## src/rtl/mdio_mgmt_pkg.sv

```systemverilog
package mdio_mgmt_pkg;

    localparam int FIELD_W  = 5;
    localparam int WORD_W   = 16;
    localparam int PRE_BITS = 32;
    localparam int IDX_W    = 7;

    // first bit index after the register-number field
    localparam int HDR_END       = PRE_BITS + 4 + 2 * FIELD_W;
    localparam int RD_DATA_FIRST = HDR_END + 1;
    localparam int RD_LAST       = HDR_END + 1 + WORD_W;
    localparam int WR_LAST       = HDR_END + 2 + WORD_W;

    typedef enum logic {ST_IDLE, ST_RUN} seq_state_e;

    typedef struct packed {
        logic                rd;
        logic [FIELD_W-1:0]  phy;
        logic [FIELD_W-1:0]  regn;
        logic [WORD_W-1:0]   wdata;
    } mgmt_cmd_t;

    typedef struct packed {
        logic oe;
        logic dout;
    } line_drive_t;

    // Drive value of the data line for bit position idx of a frame
    function automatic line_drive_t frame_bit(mgmt_cmd_t c, logic [IDX_W-1:0] idx);
        int                      i;
        logic [2*FIELD_W-1:0]    hdr;
        line_drive_t             r;
        i   = int'(idx);
        hdr = {c.phy, c.regn};
        r   = '{oe: 1'b0, dout: 1'b0};
        if (i < PRE_BITS)
            r = '{oe: 1'b1, dout: 1'b1};
        else if (i == PRE_BITS)
            r = '{oe: 1'b1, dout: 1'b0};
        else if (i == PRE_BITS + 1)
            r = '{oe: 1'b1, dout: 1'b1};
        else if (i == PRE_BITS + 2)
            r = '{oe: 1'b1, dout: c.rd};
        else if (i == PRE_BITS + 3)
            r = '{oe: 1'b1, dout: !c.rd};
        else if (i < HDR_END)
            r = '{oe: 1'b1, dout: hdr[4'(HDR_END - 1 - i)]};
        else if (!c.rd && (i >= HDR_END + 2) && (i < WR_LAST))
            r = '{oe: 1'b1, dout: c.wdata[4'(WR_LAST - 1 - i)]};
        return r;
    endfunction

endpackage

```

## src/rtl/mgmt_phase_timer.sv

```systemverilog
module mgmt_phase_timer #(
    parameter int DIV = 4
) (
    input  logic clk,
    input  logic rst,
    input  logic run_i,
    output logic wrap_o
);
    localparam int CW = (DIV > 1) ? $clog2(DIV) : 1;
    localparam logic [CW-1:0] LAST = CW'(DIV - 1);

    logic [CW-1:0] cnt_d, cnt_q;

    assign wrap_o = run_i && (cnt_q == LAST);

    always_comb begin
        cnt_d = cnt_q;
        if (!run_i || wrap_o)
            cnt_d = '0;
        else
            cnt_d = cnt_q + 1'b1;
    end

    always_ff @(posedge clk) begin
        if (rst) cnt_q <= '0;
        else     cnt_q <= cnt_d;
    end

    // the phase counter never passes the programmed length
    p_cnt_bound_r7: assert property (@(posedge clk) disable iff (rst)
        cnt_q <= LAST);

    // the counter is held at zero while no frame runs
    p_cnt_clear_r7: assert property (@(posedge clk) disable iff (rst)
        !$past(run_i) |-> cnt_q == '0);

endmodule

```

## src/rtl/mgmt_rx_shift.sv

```systemverilog
module mgmt_rx_shift #(
    parameter int W = 16
) (
    input  logic         clk,
    input  logic         rst,
    input  logic         shift_i,
    input  logic         bit_i,
    output logic [W-1:0] word_o
);
    logic [W-1:0] sh_d, sh_q;

    always_comb begin
        sh_d = sh_q;
        if (shift_i) sh_d = {sh_q[W-2:0], bit_i};
    end

    always_ff @(posedge clk) begin
        if (rst) sh_q <= '0;
        else     sh_q <= sh_d;
    end

    assign word_o = sh_q;

    // the captured word moves only when a sample is taken
    p_hold_r6: assert property (@(posedge clk) disable iff (rst)
        !$past(shift_i) |-> $stable(sh_q));

endmodule

```

## src/rtl/mdio_frame_master.sv

```systemverilog
module mdio_frame_master
    import mdio_mgmt_pkg::*;
#(
    parameter int DIV = 4
) (
    input  logic               clk,
    input  logic               rst,
    input  logic               req_i,
    input  logic               rd_i,
    input  logic [FIELD_W-1:0] phy_i,
    input  logic [FIELD_W-1:0] reg_i,
    input  logic [WORD_W-1:0]  wdata_i,
    output logic               busy_o,
    output logic               done_o,
    output logic [WORD_W-1:0]  rdata_o,
    output logic               mdc_o,
    output logic               mdo_o,
    output logic               mdo_oe_o,
    input  logic               mdi_i
);
    localparam logic [IDX_W-1:0] RD_LAST_IDX  = IDX_W'(RD_LAST);
    localparam logic [IDX_W-1:0] WR_LAST_IDX  = IDX_W'(WR_LAST);
    localparam logic [IDX_W-1:0] RD_FIRST_IDX = IDX_W'(RD_DATA_FIRST);
    localparam logic [IDX_W-1:0] HDR_END_IDX  = IDX_W'(HDR_END);

    typedef struct packed {
        seq_state_e       state;
        mgmt_cmd_t        cmd;
        logic [IDX_W-1:0] idx;
        logic             high;
        logic             mdc;
        logic             mdo;
        logic             oe;
        logic             done;
    } seq_t;

    seq_t d, q;
    logic wrap;
    logic shift_en;
    logic [IDX_W-1:0] last_idx;
    mgmt_cmd_t   new_cmd;
    line_drive_t drv;

    mgmt_phase_timer #(.DIV(DIV)) u_timer (
        .clk    (clk),
        .rst    (rst),
        .run_i  (q.state == ST_RUN),
        .wrap_o (wrap)
    );

    assign last_idx = q.cmd.rd ? RD_LAST_IDX : WR_LAST_IDX;
    assign new_cmd  = '{rd: rd_i, phy: phy_i, regn: reg_i, wdata: wdata_i};

    // sample on the edge that raises the management clock
    assign shift_en = (q.state == ST_RUN) && wrap && !q.high && q.cmd.rd &&
                      (q.idx >= RD_FIRST_IDX) && (q.idx < RD_LAST_IDX);

    mgmt_rx_shift #(.W(WORD_W)) u_rx (
        .clk     (clk),
        .rst     (rst),
        .shift_i (shift_en),
        .bit_i   (mdi_i),
        .word_o  (rdata_o)
    );

    always_comb begin
        d      = q;
        d.done = 1'b0;
        drv    = '{oe: 1'b0, dout: 1'b0};
        case (q.state)
            ST_IDLE: begin
                if (req_i) begin
                    drv     = frame_bit(new_cmd, '0);
                    d.state = ST_RUN;
                    d.cmd   = new_cmd;
                    d.idx   = '0;
                    d.high  = 1'b0;
                    d.mdc   = 1'b0;
                    d.mdo   = drv.dout;
                    d.oe    = drv.oe;
                end
            end
            ST_RUN: begin
                if (wrap) begin
                    if (!q.high) begin
                        d.high = 1'b1;
                        d.mdc  = 1'b1;
                    end else if (q.idx == last_idx) begin
                        d.state = ST_IDLE;
                        d.high  = 1'b0;
                        d.mdc   = 1'b0;
                        d.mdo   = 1'b0;
                        d.oe    = 1'b0;
                        d.done  = 1'b1;
                    end else begin
                        drv    = frame_bit(q.cmd, q.idx + 1'b1);
                        d.idx  = q.idx + 1'b1;
                        d.high = 1'b0;
                        d.mdc  = 1'b0;
                        d.mdo  = drv.dout;
                        d.oe   = drv.oe;
                    end
                end
            end
            default: d.state = ST_IDLE;
        endcase
    end

    always_ff @(posedge clk) begin
        if (rst) begin
            q       <= '0;
            q.state <= ST_IDLE;
        end else begin
            q <= d;
        end
    end

    assign busy_o   = (q.state == ST_RUN);
    assign done_o   = q.done;
    assign mdc_o    = q.mdc;
    assign mdo_o    = q.mdo;
    assign mdo_oe_o = q.oe;

    // line values are held for the whole high phase
    p_stable_high_r7: assert property (@(posedge clk) disable iff (rst)
        mdc_o |-> $stable(mdo_o) && $stable(mdo_oe_o));

    // idle line is quiet
    p_idle_quiet_r8: assert property (@(posedge clk) disable iff (rst)
        !busy_o |-> !mdc_o && !mdo_o && !mdo_oe_o);

    // done lasts one cycle
    p_done_pulse_r10: assert property (@(posedge clk) disable iff (rst)
        done_o |=> !done_o);

    // a frame in progress ends only through done
    p_busy_hold_r9: assert property (@(posedge clk) disable iff (rst)
        busy_o |=> busy_o || done_o);

    // an idle request starts a frame
    p_accept_r9: assert property (@(posedge clk) disable iff (rst)
        (!busy_o && req_i) |=> busy_o);

    // a read never drives the line after the register field
    p_rd_release_r6: assert property (@(posedge clk) disable iff (rst)
        (busy_o && q.cmd.rd && q.idx >= HDR_END_IDX) |-> !mdo_oe_o);

    // the bit index stays within the longest frame
    p_idx_bound_r5: assert property (@(posedge clk) disable iff (rst)
        busy_o |-> q.idx <= WR_LAST_IDX);

endmodule

```

## config.mk

```make
export PLATFORM = sky130hd
export DESIGN_NAME = mdio_frame_master
export DESIGN_NICKNAME = d
export VERILOG_FILES = /design/src/rtl/mdio_mgmt_pkg.sv /design/src/rtl/mgmt_phase_timer.sv /design/src/rtl/mgmt_rx_shift.sv /design/src/rtl/mdio_frame_master.sv
export SDC_FILE = /design/constraint.sdc
export NUM_CORES = 1
export LEC_CHECK = 0
export ABC_AREA = 1
export BUFFER_PORTS_ARGS = -buffer_cell sky130_fd_sc_hd__buf_2
export CAP_MARGIN = 20
export CORE_MARGIN = 2
export CORE_UTILIZATION = 28
export CTS_BUF_LIST = sky130_fd_sc_hd__clkbuf_4 sky130_fd_sc_hd__clkbuf_8
export DETAILED_ROUTE_END_ITERATION = 16
export MAX_ROUTING_LAYER = met4
export PLACE_DENSITY_LB_ADDON = 0.25
export SYNTH_ARGS = -nofsm -noshare
export SYNTH_HDL_FRONTEND = slang
export SYNTH_HIERARCHICAL = 1
export SYNTH_SLANG_ARGS = --single-unit
```

## constraint.sdc

```tcl
create_clock -name clk -period 5.8 [get_ports clk]
set_input_delay 0.87 -clock clk [delete_from_list [all_inputs] [get_ports clk]]
set_output_delay 0.87 -clock clk [all_outputs]
set_load 0.01 [all_outputs]
```

# After elaboration in Yosys (flattened, before gate mapping)
# Cells that the tools add are included.
# word_totals
register_bits,58
in_bits,31
elab_cells,83
output_inout_bits,21
# op_classes
n_lt_le_gt_ge,8
n_addsub,4
n_eq_ne,10
bitwise,3
muxes,27
n_reduce_logical,18
# op_table
cell,n
39-bit two-way mux,1
7-bit == test (second input constant),4
11-bit one-hot mux with 2 select lines,1
7-bit by 6-bit less-than comparator with 1-bit output (second input constant),3
7-bit two-way mux,3
2-bit two-way mux,9
7-bit by 6-bit >= comparator with 1-bit output (second input constant),2
4-bit by 6-bit less-than comparator with 1-bit output (second input constant),2
12-bit two-way mux,1
1-bit binary-select mux with 4-bit select,2
1-bit logical AND,8
1-bit two-way mux,8
4-bit subtractor (first input constant),2
7-bit by 1-bit adder with 7-bit output (second input constant),1
7-bit == test,1
7-bit less-than comparator (second input constant),1
2-bit != test (second input constant),3
2-bit AND reduction,2
4-bit AND reduction,1
4-bit OR reduction,1
1-bit zero test,3
3-bit two-way mux,1
1-bit inverter,3
3-bit AND reduction,1
other kinds (6),6

# Depth between registers and ports, before layout
# logic_depth
depth_word,16
ltp_mapped,21

# Cells and area by module
# Netlist, hierarchy kept.
# modules_own_cells
module,instances,cells_each,area_each_um2,seq_area_each_um2
mdio_frame_master,1,309,2114.5,780.7
mgmt_rx_shift,1,101,670.6,320.3
mgmt_phase_timer,1,11,88.8,40.0

# Worst setup path before layout
# Ideal clock, no wire load.
# synth_path
path_kind,reg2reg
start,reg q[5] (netlist bit)
end,reg q (netlist bit mdo_o)
arrival_time_ns,2.474
path_buffers,3
period_less_slack_ns,2.540
slack_ns,3.260
setup_ns,0.066
stages_incl_launch_ff,22
path_cell_list,dfxtp_1 -> buf_4 -> inv_2 -> buf_4 -> ha_1 -> buf_2 -> inv_1 -> ha_1 -> nand2_1 -> nor3_1 -> nand3_1 -> nand2_1 -> nand2_1 -> nand2_1 -> nand2_1 -> nand2_1 -> nand2_1 -> nand2_1 -> nand2_1 -> nand2_1 -> nand2_1 -> a21oi_2
# synth_via
elab_chain_len,16
word_cells_on_any_way,31
classes_between,3 x add/sub; 4 x order compare; 5 x eq/ne; 17 x mux; 2 x reduce/logical
# synth_rtl
element,line,rtl
start: declaration,mdio_frame_master.sv:37,"seq_t d, q;"
7-bit by 1-bit adder with 7-bit output,mdio_frame_master.sv:96,"drv = frame_bit(q.cmd, q.idx + 1'b1);"
4-bit subtractor,mdio_mgmt_pkg.sv:49,"r = '{oe: 1'b1, dout: c.wdata[4'(WR_LAST - 1 - i)]};"
1-bit binary-select mux with 4-bit select,mdio_mgmt_pkg.sv:49,
1-bit two-way mux (not written as such) (2 in series),mdio_mgmt_pkg.sv:49,
2-bit two-way mux,mdio_mgmt_pkg.sv:48,else if (!c.rd && (i >= HDR_END + 2) && (i < WR_LAST))
2-bit two-way mux,mdio_mgmt_pkg.sv:46,else if (i < HDR_END)
2-bit two-way mux,mdio_mgmt_pkg.sv:44,else if (i == PRE_BITS + 3)
2-bit two-way mux,mdio_mgmt_pkg.sv:42,else if (i == PRE_BITS + 2)
2-bit two-way mux,mdio_mgmt_pkg.sv:40,else if (i == PRE_BITS + 1)
2-bit two-way mux,mdio_mgmt_pkg.sv:38,else if (i == PRE_BITS)
2-bit two-way mux,mdio_mgmt_pkg.sv:36,if (i < PRE_BITS)
2-bit two-way mux (*),mdio_frame_master.sv:88,end else if (q.idx == last_idx) begin
3-bit two-way mux (*),mdio_frame_master.sv:85,if (!q.high) begin
12-bit two-way mux (*),mdio_frame_master.sv:84,if (wrap) begin
11-bit one-hot mux with 2 select lines (*),mdio_frame_master.sv:70,case (q.state)
# Every way passes the cells marked *; elsewhere a longest branch is shown, timed or not. The select of a mux whose other input is x is not followed.
# A chain may end at the register's enable or synchronous reset.

# Worst setup path after layout
# Ends and elaborated chain as after synthesis.

==> results.sh <==
export IMPL_synth_fp_nets=461
export IMPL_cts_tree="built"
export IMPL_track_usage=0.129
export IMPL_fin_nets=508
export IMPL_cts_sinks=57
export IMPL_root_buffer="clkbuf_8"
export IMPL_dp_cells=589
export IMPL_antenna_found_initial=0
export IMPL_insertedDiodeCount=0
export IMPL_r2r_slack_ns=2.53
export IMPL_initial_utilization=0.291
export IMPL_synthTopCellsByArea="dfxtp_1 40%, nand2_1 11%, nor2_1 9.8%"
export IMPL_worst_skew_pair_late_latency_ns=0.34
export IMPL_path_depth=18
export IMPL_worstMarginPinSlew_ns=1.07
export IMPL_fin_tns_setup_ns=0
export IMPL_cp_start_kind="flop"
export IMPL_place_gp_congestion=0.848
export IMPL_grt_pass1_wl_um=11300
export IMPL_switching_share=0.280
export IMPL_ios=52
export IMPL_relSlewSlack=0.282
export IMPL_fin_crit_ns=3.27
export IMPL_worst_endpoint_required_ns=6.07
export IMPL_crit_family="adder cells"
export IMPL_cts_resized=0
export IMPL_wl_per_cell_um=11.1
export IMPL_final_cells=605
export IMPL_vias=2679
export IMPL_endpoint_kind="flop"
export IMPL_fmax_ghz=0.306
export IMPL_post_route_drc_count=0
export IMPL_internal_power_uw=623
export IMPL_die_h_um=105
export IMPL_synth_seq_cells=57
export IMPL_core_area_um2=9860
export IMPL_mostFrequentLayoutCell="nand2_1"
export IMPL_min_path_type="reg -> reg"
export IMPL_rr_worst_depth=18
export IMPL_ys_types=30
export IMPL_layout_drive_gt1_share=0.193
export IMPL_dieArea_um2=11100
export IMPL_cts_buffers=9
export IMPL_portBuffers=51
export IMPL_reg2reg_from="q[5]"
export IMPL_syn_area_per_cell_um2=6.83
export IMPL_switching_power_uw=243
export IMPL_multiInputGateArea_um2=1420
export IMPL_fp_dieW_um=105
export IMPL_place_area_um2=3200
export IMPL_crit_path_frequent_cell="nand2_1"
export IMPL_status="complete, no violations"
export IMPL_report_final_slew_viol_count=0
export IMPL_yosys_warnings=6
export IMPL_crit_buf_inv=2
export IMPL_htree_levels=3
export IMPL_synth_area_um2=2870
export IMPL_clk_path_buf_depth=2
export IMPL_num_rows=36
export IMPL_area_growth_pct=18.2
export IMPL_critPathLaunch="q[5]"
export IMPL_worstPathArrival_ns=3.54
export IMPL_setup_slack_ns=2.53
export IMPL_p_leak_nw=1.55
export IMPL_vias_per_cell=4.43
export IMPL_yosysSeqAreaShare=0.397
export IMPL_crit_end="mdo_o"
export IMPL_p_clk_frac=0.369
export IMPL_dp_hpwl_um=4720
export IMPL_fin_crit_sh=0.563
export IMPL_grt_ovfl_total=0
export IMPL_regArea_um2=1140
export IMPL_synthCells=421
export IMPL_cts_hold_buf=0
export IMPL_grt_max_degree=44
export IMPL_cpMaxStageDelayCell="dfxtp_1"
export IMPL_critPathMaxFanout=23
export IMPL_synth_top_area_share=0.397
export IMPL_cpPeakStageDelay_ns=0.81
export IMPL_p_comb_frac=0.138
export IMPL_drtAntennaViolNets=0
export IMPL_vdd_drop_max_v=0.0000854
export IMPL_path_cells="inv_2 -> ha_1 -> inv_1 -> ha_1 -> nand2_1 -> nor3_1 -> nand3_1 -> nand2_1 -> nand2_1 -> nand2_1 -> nand2_1 -> nand2_1 -> nand2_1 -> nand2_1 -> nand2_1 -> nand2_1 -> nand2_1 -> a21oi_2"
export IMPL_power_frac_seq=0.492
export IMPL_crit_type="reg -> reg"
export IMPL_setup_viol=0
export IMPL_grt_setup_unrepaired="no"
export IMPL_finClkSkew_ns=0.00548
export IMPL_drt_total_wl_um=6690
export IMPL_fillers=1079
export IMPL_dpl_worst_slack_ns=2.41
export IMPL_stdcell_area_um2=3400
export IMPL_dr_pass1_iters=4
export IMPL_path_clk_slew_ns=0.06
export IMPL_powerDensity_nw_per_um2=255
export IMPL_drtIter0Drc=103
export IMPL_yosysTopAreaCell="dfxtp_1"
export IMPL_post_cts_repair_setup_buffers=0
export IMPL_final_cell_mix="85 x nand2_1, 75 x nor2_1, 57 x dfxtp_1"
export IMPL_cap_violations=0
export IMPL_hold_violations=0
export IMPL_grt_pass1_vias=2493
export IMPL_r2r_end="mdo_o"
export IMPL_worstHoldPathCells=1
## layout make-up
class	instances	area share
clock buffers	11	0.0427
clock inverters	4	0.00590
inverters	56	0.0619
multi-input cells	291	0.419
flip-flops and latches	57	0.336
well taps	133	0.0490
repair buffers	53	0.0855
## through the flow
step                      hold slack (ns)  utilization  total power [mW]
after global routing                0.430        0.344             0.916
after detailed placement            0.412        0.325             0.552
after global placement              0.404        0.325             0.550
after CTS                           0.421        0.341             0.874
final                               0.417        0.344             0.866
after floorplan                     0.396            -             0.519
## registers in the layout, indices dropped and copies added (netlist names)
signal and flops:
mdo_o 1, u_timer/cnt_q 2, u_rx/word_o 16, q 35, busy_o 1, done_o 1
mdo_oe_o 1
## synthesized netlist by cell type
| cell | instances |
|---|---|
| o41ai_1 | 1 |
| xnor2_1 | 1 |
| nor2_1 | 75 |
| ha_1 | 9 |
| a21oi_2 | 1 |
| buf_4 | 5 |
| o21ai_0 | 36 |
| nor2_4 | 4 |
| clkbuf_1 | 8 |
| nand2_1 | 85 |
| o21ai_1 | 2 |
| xor2_2 | 1 |
| nand4_1 | 2 |
| inv_1 | 53 |
| a21oi_1 | 25 |
| o22ai_1 | 1 |
| a31oi_1 | 1 |
| nand3_1 | 28 |
| nand2_2 | 7 |
| nand3_2 | 3 |
| nand3b_1 | 2 |
| o211ai_1 | 1 |
| nor4_1 | 1 |
| nor3_1 | 1 |
| buf_6 | 3 |
| buf_2 | 1 |
| o2111ai_1 | 1 |
| dfxtp_1 | 57 |
| inv_2 | 3 |
| nor2_2 | 3 |
## routing by layer
layer / track usage / wire (µm)
met2: 0.199 / 2980
met3: 0.0353 / 204
met4: 0.0495 / 108
met1: 0.160 / 3390
met5: - / 0
## power groups by stage
stage | Clock, mW | Sequential [mW] | Combinational, mW
final | 0.320 | 0.427 | 0.120
after global routing | 0.349 | 0.429 | 0.138
after CTS | 0.329 | 0.427 | 0.118
after detailed placement | 0 | 0.435 | 0.117
after global placement | 0 | 0.435 | 0.115
after floorplan | 0 | 0.429 | 0.0898
## worst min path at each step
stage	start	to	slack [ns]
after global routing	u_timer/cnt_q[0]	u_timer/cnt_q[0]	0.43
after CTS	u_timer/cnt_q[0]	u_timer/cnt_q[0]	0.42
after detailed placement	u_timer/cnt_q[0]	u_timer/cnt_q[0]	0.41
after global placement	u_timer/cnt_q[0]	u_timer/cnt_q[0]	0.40
final	u_timer/cnt_q[0]	u_timer/cnt_q[0]	0.42
after floorplan	u_timer/cnt_q[0]	u_timer/cnt_q[0]	0.40
## logic make-up (layout without fill, tap and decap cells)
kind of cell    Yosys count  count (layout)  share of synthesized area
compound gates           69              69                      0.126
xor+xnor                  2               2                    0.00871
fa+ha+maj                 9               9                     0.0392
buf+inv                  73             124                      0.110
flops                    57              57                      0.397
simple gates            211             211                      0.319
Note: power is estimated with default switching activity, not from simulation.
